===== src/rtl/sysport_pkg.sv =====
package sysport_pkg;
  localparam int PORT_W = 16;
  localparam int DATA_W = 8;

  localparam logic [PORT_W-1:0] P_SYSRST = 16'h0092;
  localparam logic [PORT_W-1:0] P_CPUCFG = 16'h0800;
  localparam logic [PORT_W-1:0] P_FEAT   = 16'h0802;
  localparam logic [PORT_W-1:0] P_STAT   = 16'h0803;
  localparam logic [PORT_W-1:0] P_DISK   = 16'h0808;
  localparam logic [PORT_W-1:0] P_EQUIP  = 16'h080C;
  localparam logic [PORT_W-1:0] P_LOCK1  = 16'h0810;
  localparam logic [PORT_W-1:0] P_LOCK2  = 16'h0812;
  localparam logic [PORT_W-1:0] P_KEY    = 16'h0818;
  localparam logic [PORT_W-1:0] P_SYSCTL = 16'h081C;
  localparam logic [PORT_W-1:0] P_CACHE  = 16'h0823;
  localparam logic [PORT_W-1:0] P_MAP    = 16'h0850;
  localparam logic [PORT_W-1:0] P_SCR0   = 16'h0398;
  localparam logic [PORT_W-1:0] P_SCR1   = 16'h0399;

  typedef enum logic [2:0] {
    RS_CONST  = 3'd0,
    RS_SYSCTL = 3'd1,
    RS_MAP    = 3'd2,
    RS_SCR0   = 3'd3,
    RS_SCR1   = 3'd4
  } rdSel_e;

  typedef struct packed {
    logic              wrRst;
    logic              wrDisk;
    logic              wrSysCtl;
    logic              wrMap;
    logic              wrLock1;
    logic              wrLock2;
    logic              wrScr0;
    logic              wrScr1;
    logic              rdLoad;
    rdSel_e            rdSel;
    logic [DATA_W-1:0] rdConst;
  } portStb_t;
endpackage


===== src/rtl/sysport_decode.sv =====
module sysport_decode
  import sysport_pkg::*;
(
  input  logic [PORT_W-1:0] ioAddr,
  input  logic              ioWrEn,
  input  logic              ioRdEn,
  output portStb_t          stb
);
  logic rdOnly;
  assign rdOnly = ioRdEn && !ioWrEn;

  always_comb begin
    stb          = '0;
    stb.rdSel    = RS_CONST;
    stb.rdConst  = 8'hFF;
    stb.rdLoad   = rdOnly;
    case (ioAddr)
      P_SYSRST: begin stb.wrRst    = ioWrEn; stb.rdConst = 8'h00; end
      P_CPUCFG: stb.rdConst = 8'hEF;
      P_FEAT:   stb.rdConst = 8'hAD;
      P_STAT:   stb.rdConst = 8'hE0;
      P_DISK:   stb.wrDisk = ioWrEn;
      P_EQUIP:  stb.rdConst = 8'h3C;
      P_LOCK1:  begin stb.wrLock1  = ioWrEn; stb.rdConst = 8'h39; end
      P_LOCK2:  stb.wrLock2 = ioWrEn;
      P_KEY:    stb.rdConst = 8'h00;
      P_SYSCTL: begin stb.wrSysCtl = ioWrEn; stb.rdSel = RS_SYSCTL; end
      P_CACHE:  stb.rdConst = 8'h03;
      P_MAP:    begin stb.wrMap    = ioWrEn; stb.rdSel = RS_MAP; end
      P_SCR0:   begin stb.wrScr0   = ioWrEn; stb.rdSel = RS_SCR0; end
      P_SCR1:   begin stb.wrScr1   = ioWrEn; stb.rdSel = RS_SCR1; end
      default:  ;
    endcase
  end
endmodule


===== src/rtl/sysport_regs.sv =====
module sysport_regs
  import sysport_pkg::*;
#(
  parameter int CTL_W = 4
) (
  input  logic              clk,
  input  logic              rst,
  input  portStb_t          stb,
  input  logic [DATA_W-1:0] wrData,
  output logic [DATA_W-1:0] rdData,
  output logic              softReset,
  output logic              littleEndian,
  output logic              diskLed,
  output logic [CTL_W-1:0]  sysCtl,
  output logic              sparseMap,
  output logic              lockPulse1,
  output logic              lockPulse2
);
  localparam int PAD_W = DATA_W - CTL_W;

  logic [DATA_W-1:0] scr0, scr1, rdNext;

  always_ff @(posedge clk) begin
    if (rst) begin
      softReset    <= 1'b0;
      littleEndian <= 1'b0;
      diskLed      <= 1'b0;
      sysCtl       <= '0;
      sparseMap    <= 1'b0;
      lockPulse1   <= 1'b0;
      lockPulse2   <= 1'b0;
      scr0         <= '0;
      scr1         <= '0;
    end else begin
      lockPulse1 <= stb.wrLock1;
      lockPulse2 <= stb.wrLock2;
      if (stb.wrRst) begin
        softReset    <= wrData[0];
        littleEndian <= wrData[1];
      end
      if (stb.wrDisk)   diskLed   <= wrData[0];
      if (stb.wrSysCtl) sysCtl    <= wrData[CTL_W-1:0];
      if (stb.wrMap)    sparseMap <= wrData[0];
      if (stb.wrScr0)   scr0      <= wrData;
      if (stb.wrScr1)   scr1      <= wrData;
    end
  end

  always_comb begin
    case (stb.rdSel)
      RS_SYSCTL: rdNext = {{PAD_W{1'b0}}, sysCtl};
      RS_MAP:    rdNext = {{(DATA_W-1){1'b0}}, sparseMap};
      RS_SCR0:   rdNext = scr0;
      RS_SCR1:   rdNext = scr1;
      default:   rdNext = stb.rdConst;
    endcase
  end

  always_ff @(posedge clk) begin
    if (rst)             rdData <= '0;
    else if (stb.rdLoad) rdData <= rdNext;
  end

  // reset/endian follow the written bits one clock later
  a_r1_rst_level: assert property (@(posedge clk) disable iff (rst)
    stb.wrRst |=> (softReset == $past(wrData[0])) && (littleEndian == $past(wrData[1])));
  // no strobe without a lock write in the previous cycle
  a_r6_lock1_quiet: assert property (@(posedge clk) disable iff (rst)
    !stb.wrLock1 |=> !lockPulse1);
  a_r6_lock2_quiet: assert property (@(posedge clk) disable iff (rst)
    !stb.wrLock2 |=> !lockPulse2);
  // scratch bytes hold without their own write
  a_r9_scr_hold: assert property (@(posedge clk) disable iff (rst)
    !stb.wrScr0 |=> $stable(scr0));
endmodule


===== src/rtl/sysport_xlate.sv =====
module sysport_xlate #(
  parameter int WIN_W    = 23,
  parameter int PORT_W   = 16,
  parameter int LOW_W    = 5,
  parameter int PAGE_LSB = 12
) (
  input  logic              sparseMap,
  input  logic [WIN_W-1:0]  winOffset,
  output logic [PORT_W-1:0] portAddr
);
  localparam int PAGE_W = WIN_W - PAGE_LSB;
  localparam int SP_W   = PAGE_W + LOW_W;

  logic [SP_W-1:0] sparseAddr;
  assign sparseAddr = {winOffset[WIN_W-1:PAGE_LSB], winOffset[LOW_W-1:0]};

  generate
    if (SP_W >= PORT_W) begin : g_fit
      assign portAddr = sparseMap ? sparseAddr[PORT_W-1:0] : winOffset[PORT_W-1:0];
    end else begin : g_pad
      assign portAddr = sparseMap ? {{(PORT_W-SP_W){1'b0}}, sparseAddr}
                                  : winOffset[PORT_W-1:0];
    end
  endgenerate
endmodule


===== src/rtl/sysport_ctl.sv =====
module sysport_ctl
  import sysport_pkg::*;
#(
  parameter int WIN_W = 23,
  parameter int CTL_W = 4
) (
  input  logic              clk,
  input  logic              rst,
  input  logic [PORT_W-1:0] ioAddr,
  input  logic              ioWrEn,
  input  logic              ioRdEn,
  input  logic [DATA_W-1:0] ioWrData,
  output logic [DATA_W-1:0] ioRdData,
  output logic              softReset,
  output logic              littleEndian,
  output logic              diskLed,
  output logic [CTL_W-1:0]  sysCtl,
  output logic              sparseMap,
  output logic              lockPulse1,
  output logic              lockPulse2,
  input  logic [WIN_W-1:0]  winOffset,
  output logic [PORT_W-1:0] portAddr
);
  portStb_t stb;

  sysport_decode u_decode (
    .ioAddr (ioAddr),
    .ioWrEn (ioWrEn),
    .ioRdEn (ioRdEn),
    .stb    (stb)
  );

  sysport_regs #(.CTL_W(CTL_W)) u_regs (
    .clk          (clk),
    .rst          (rst),
    .stb          (stb),
    .wrData       (ioWrData),
    .rdData       (ioRdData),
    .softReset    (softReset),
    .littleEndian (littleEndian),
    .diskLed      (diskLed),
    .sysCtl       (sysCtl),
    .sparseMap    (sparseMap),
    .lockPulse1   (lockPulse1),
    .lockPulse2   (lockPulse2)
  );

  sysport_xlate #(.WIN_W(WIN_W), .PORT_W(PORT_W)) u_xlate (
    .sparseMap (sparseMap),
    .winOffset (winOffset),
    .portAddr  (portAddr)
  );

  // the reset port always reads zero
  a_r2_rst_reads_zero: assert property (@(posedge clk) disable iff (rst)
    (ioRdEn && !ioWrEn && ioAddr == P_SYSRST) |=> ioRdData == '0);
  // upper bits of the control read are zero
  a_r4_upper_zero: assert property (@(posedge clk) disable iff (rst)
    (ioRdEn && !ioWrEn && ioAddr == P_SYSCTL) |=> ioRdData[7:4] == 4'h0);
  // read data holds without a read-only cycle
  a_r13_rd_hold: assert property (@(posedge clk) disable iff (rst)
    (!ioRdEn || ioWrEn) |=> $stable(ioRdData));
  // the indicator moves only on its own port
  a_r3_led_hold: assert property (@(posedge clk) disable iff (rst)
    !(ioWrEn && ioAddr == P_DISK) |=> $stable(diskLed));
  // sparse map keeps the byte-select bits
  a_r11_low_bits: assert property (@(posedge clk) disable iff (rst)
    sparseMap |-> portAddr[4:0] == winOffset[4:0]);
endmodule


===== config.mk =====
export PLATFORM = sky130hd
export DESIGN_NAME = sysport_ctl
export DESIGN_NICKNAME = d
export VERILOG_FILES = /design/src/rtl/sysport_pkg.sv /design/src/rtl/sysport_decode.sv /design/src/rtl/sysport_regs.sv /design/src/rtl/sysport_xlate.sv /design/src/rtl/sysport_ctl.sv
export SDC_FILE = /design/constraint.sdc
export NUM_CORES = 1
export LEC_CHECK = 0
export ABC_CLOCK_PERIOD_IN_PS = 1700
export BUFFER_PORTS_ARGS = -buffer_cell sky130_fd_sc_hd__buf_2
export CORE_MARGIN = 5
export CORE_UTILIZATION = 44
export DETAILED_ROUTE_END_ITERATION = 10
export PLACE_DENSITY = 0.77
export SETUP_SLACK_MARGIN = 0.05
export SLEW_MARGIN = 20
export SYNTH_ARGS = -nofsm -noshare
export SYNTH_HDL_FRONTEND = slang
export SYNTH_SLANG_ARGS = --single-unit

===== constraint.sdc =====
create_clock -name clk -period 1.7 [get_ports clk]
set_clock_uncertainty 0.05 [all_clocks]
set_input_delay 0 -clock clk [delete_from_list [all_inputs] [get_ports clk]]
set_output_delay 0 -clock clk [all_outputs]
set_load 0.01 [all_outputs]

# == Word-level counts from Yosys, hierarchy flattened ==
# Cells that the tools add are included.
# word_totals
register_bits,34
input_bits,51
# classes
eq_ne,18
n_mux,10
n_bitwise,2
reduce_logical,5
# op_table
op,count
"== test 16 x 12 -> 1 bit, second input constant",11
case mux 8 bit (7 select lines),1
"== test 16 x 10 -> 1 bit, second input constant",2
case mux 8 bit (4 select lines),1
"== test 16 x 8 -> 1 bit, second input constant",1
2-to-1 mux 16 bit,1
case mux 3 bit (4 select lines),1
"== test 3 x 2 -> 1 bit, second input constant",2
2-to-1 mux 1 bit,6
OR reduction 2 bit,3
"== test 3 x 1 -> 1 bit, second input constant",1
"== test 3 bit, second input constant",1
NOT 1 bit,2
logical AND 1 bit,1
logical NOT 1 bit,1

# == Logic depth before layout (Yosys ltp) ==
# depth
depth_word,4
depth_mapped,8
depth_no_buf,6

# == Modules after synthesis ==
# A second synthesis with hierarchy kept.
# unflattened
hier_cells,226
area_unflattened_um2,2075.7
# modules_own_cells
mod,n_inst,cells_per_inst,area_each_um2,seq_area_each_um2
sysport_regs,1,142,1411.4,680.7
sysport_decode,1,67,454.2,0.0
sysport_xlate,1,17,210.2,0.0

# == Least setup slack after synthesis ==
# No wires, ideal clock.
# synth_timing
path_kind,in2reg
from,in ioAddr[3]
to,reg u_regs.rdData[2]
setup_ns,0.135
arrival_time_ns,1.381
required_time_ns,1.515
path_slack_ns,0.134
cell_stages,7
path_buffers,1
path_cell_list,buf_2 -> or3b_1 -> a2111o_1 -> a21o_1 -> nand2_2 -> a21bo_1 -> a31oi_1
# synth_via
elab_chain_cells,4
# synth_rtl
item,line,text
"start, declared",sysport_ctl.sv:9,"input logic [PORT_W-1:0] ioAddr,"
== test 16 x 10 -> 1 bit (tied with other cells),sysport_decode.sv:17,case (ioAddr)
case mux 3 bit (4 select lines) / OR reduction 2 bit (equally long branches),n/a,
== test 3 bit (tied with other cells),sysport_regs.sv:50,case (stb.rdSel)
case mux 8 bit (4 select lines) (*),sysport_regs.sv:50,
"end signal, assigned",sysport_regs.sv:61,else if (stb.rdLoad) rdData <= rdNext;
"end, declared",sysport_regs.sv:10,"output logic [DATA_W-1:0] rdData,"
# Every way passes the cells marked *; elsewhere a longest branch is shown, timed or not.
# A chain may end at the register's enable or synchronous reset.

# == Final worst setup path ==
# layout_timing
from,in ioAddr[14]
to,reg u_regs.rdData[5]
# Same word-level chain as after synthesis.

==> flow_metrics.py <==
metrics = {
    "status": {
        "outcome": "complete, no violations",
    },
    "finish": {
        "antenna_cells": 0,
        "fin_util": 0.616,
        "area_growth_pct": 37.3,
        "nets": 393,
        "seqCellArea_um2": 681,
        "fill_cells": 396,
        "multiInputGateArea_um2": 1320,
        "drive_gt1_frac": 0.395,
    },
    "setup_path": {
        "path_buf_inv": 1,
        "reg2reg_depth": 4,
        "slowest_delay_ns": 0.37,
        "cp.depth": 7,
        "path_max_fanout": 6,
        "arrival_ns": 1.63,
        "slowest_stage": "nor4_4",
        "critPathKind": "in -> reg",
        "crit_chain": "buf_2, nor4_4, nand2b_4, or2_1, a2111oi_4, a21oi_1, a211oi_1",
        "startpoint_type": "primary input",
        "worstSetupEndpointType": "flip-flop",
        "required_ns": 1.84,
        "crit_family": "simple AND/OR/NAND/NOR gates",
    },
    "sta": {
        "maxSlewViolCount": 0,
        "finalCriticalPeriod_ns": 1.49,
        "fin_tns_setup_ns": 0,
        "finalHoldViolCount": 0,
        "worstMarginPinSlew_ns": 0.570,
        "post-route-period-util": 0.876,
        "setup_viol": 0,
        "fmax_mhz": 671,
        "rsz0062_at_grt": "no",
        "slew_headroom": 0.620,
    },
    "floorplan": {
        "die_area_um2": 6230,
        "fp.dieH_um": 79.0,
        "rows": 25,
        "core_um2": 4660,
        "boundaryPins": 85,
        "fp.dieW_um": 79.0,
        "initial_core_util": 0.449,
    },
    "worst_hold_path": {
        "hold_depth": 3,
        "hold_class": "in -> reg",
    },
    "placement": {
        "gp_routability_congestion": 0.942,
        "dp_hpwl_um": 4730,
        "io_buffers": 74,
    },
    "yosys": {
        "yosysMostFrequentCell": "nor2_1",
        "synth_area_um2": 2090,
        "ys.warnings.count": 0,
        "syn_nets": 287,
        "synth_cell_types": 60,
        "synth_edf_count": 0,
        "synth_area_leader_cell": "dfxtp_1",
        "ys_ff_latch": 34,
        "yosysSeqAreaShare": 0.325,
        "syn_avg_cell_area_um2": 8.86,
        "synth_area_leaders": "dfxtp_1 33%, mux2i_1 11%, nor2_1 6.6%",
        "ys.flop_type": "dfxtp_1",
        "synth_commonest_cells": "37 x nor2_1, 34 x dfxtp_1, 23 x mux2i_1, 20 x nand2_1, 12 x mux2_2",
        "synth_top_area_frac": 0.325,
        "synthArstFlopShare": 0,
        "syn_inst": 236,
    },
    "detailed_routing": {
        "drc": 0,
        "drtAntennaViolNets": 0,
        "wl_um": 5990,
        "drtPass1Iterations": 4,
        "vias": 2171,
        "wl_per_cell_um": 15.1,
        "dr.first_iter.drc_count": 199,
        "viasPerCell": 5.48,
    },
    "cts": {
        "cts_tree": "built",
        "path_clk_slew_ns": 0.06,
        "cts_setup_buffers": 0,
        "cts_buffer_depth": 2,
        "clk_latency_ns": 0.27,
        "cts-htree-levels": 2,
        "cts.sinks": 34,
        "clock-root-buffer": "clkbuf_8",
        "numCtsBuffers": 5,
    },
    "grt": {
        "antenna_found_initial": 0,
        "grt_pass1_vias": 2186,
        "grt.total_usage": 0.197,
        "grt_max_degree": 35,
        "use_met3": 0.0420,
        "use_met2": 0.348,
        "use_met1": 0.236,
        "grt_first_pass_wirelength_um": 9850,
        "top_usage_layer": "met2",
        "overflow": 0,
    },
    "power": {
        "p_leak_uw": 0.00132,
        "ir_drop_v": 0.000321,
        "powerDensity_nw_per_um2": 574,
    },
    "run": {
        "max_cap_viol_count": 0,
    },
}
[through the flow]
stage	hold slack [ns]	worst slack [ns]	power (uW)	std cells	area [um2]
2_1_floorplan	0.0418	0.134	969	236	2090
3_3_place_gp	-0.0499	-0.0807	1100	377	2660
3_5_place_dp	-0.0499	-0.146	1100	377	2660
4_1_cts	0.0226	0.140	1660	396	2860
5_1_grt	0.0291	0.0912	1740	396	2870
6_report	0.0313	0.210	1650	396	2870
[layer usage]
| layer | routed length [um] | share of wire |
|---|---|---|
| met1 | 2420 | 0.40 |
| met2 | 3000 | 0.50 |
| met3 | 466 | 0.078 |
| met4 | 91 | 0.015 |
| met5 | 0 | 0 |
[worst reg2reg max path, cell delays in order, from the launching register on]
cell and delay [ns]:
dfxtp_1 0.34, nand4_1 0.08, a21oi_1 0.07, a222oi_1 0.39, a31oi_1 0.15
[what timing repair did]
action                                  in CTS  in global routing
hold buffers                                12                  0
gates resized for setup                      0                  1
endpoints found under the hold margin       23                  0
endpoints found under the setup margin       0                  1
[registers in the layout (all words and copies together), names as in the netlist]
name,flops
u_regs.rdData,8
u_regs.lockPulse1,1
u_regs.scr0,8
u_regs.sysCtl,4
u_regs.sparseMap,1
u_regs.diskLed,1
u_regs.lockPulse2,1
u_regs.littleEndian,1
u_regs.softReset,1
u_regs.scr1,8
[final timing paths]
check | endpoint | slack [ns] | startpoint
hold reg to reg | u_regs.rdData[6]$_SDFFE_PP0P_ | 0.41 | u_regs.rdData[6]$_SDFFE_PP0P_
setup / recovery | u_regs.rdData[5]$_SDFFE_PP0P_ | 0.21 | ioAddr[14]
hold / removal | u_regs.softReset$_SDFFE_PP0P_ | 0.03 | ioWrData[0]
setup reg to reg | u_regs.rdData[3]$_SDFFE_PP0P_ | 0.49 | u_regs.sysCtl[3]$_SDFFE_PP0P_
[power by group]
group          leakage [uW]  internal, uW  switching [uW]  total (uW)
logic               0.00101           146             149         295
clock network     0.0000383           281             255         537
registers          0.000276           810            5.67         815
[logic make-up after synthesis]
family,after synthesis,synth area share
compound gates,40,0.141
xor+xnor,1,0.00419
buf+inv,19,0.0496
flops,34,0.325
mux,35,0.175
simple gates,107,0.306
[cell usage in the layout (no fill, tap or decap), types with 2 or more instances in the layout]
cell type       n
nand4_1         7
nand3_1         4
a31oi_1         4
a21o_1          2
mux2i_1        23
o21ai_1         2
nand2_1        20
buf_2          74
nor2_1         37
dlygate4sd3_1  12
mux2_2         12
clkbuf_8        5
buf_4          31
a32o_1          2
nor2b_1         5
a222oi_1        2
dfxtp_1        34
nand2b_1        2
a211oi_1        3
nor3_1          2
a21oi_1        11
and2_1          2
nor4_4          2
o2111ai_1       2
nor4_1          2
o21bai_1        3
clkbuf_1        2
nor4b_1         3
[cell type report]
| cell class | count | area share |
|---|---|---|
| tap | 54 | 0.0235 |
| timing repair buffer | 117 | 0.252 |
| sequential | 34 | 0.237 |
| multi-input combinational | 183 | 0.460 |
| inverter | 1 | 0.00131 |
| clock buffer | 7 | 0.0266 |
No activity file was read; power rests on OpenSTA's default activity.
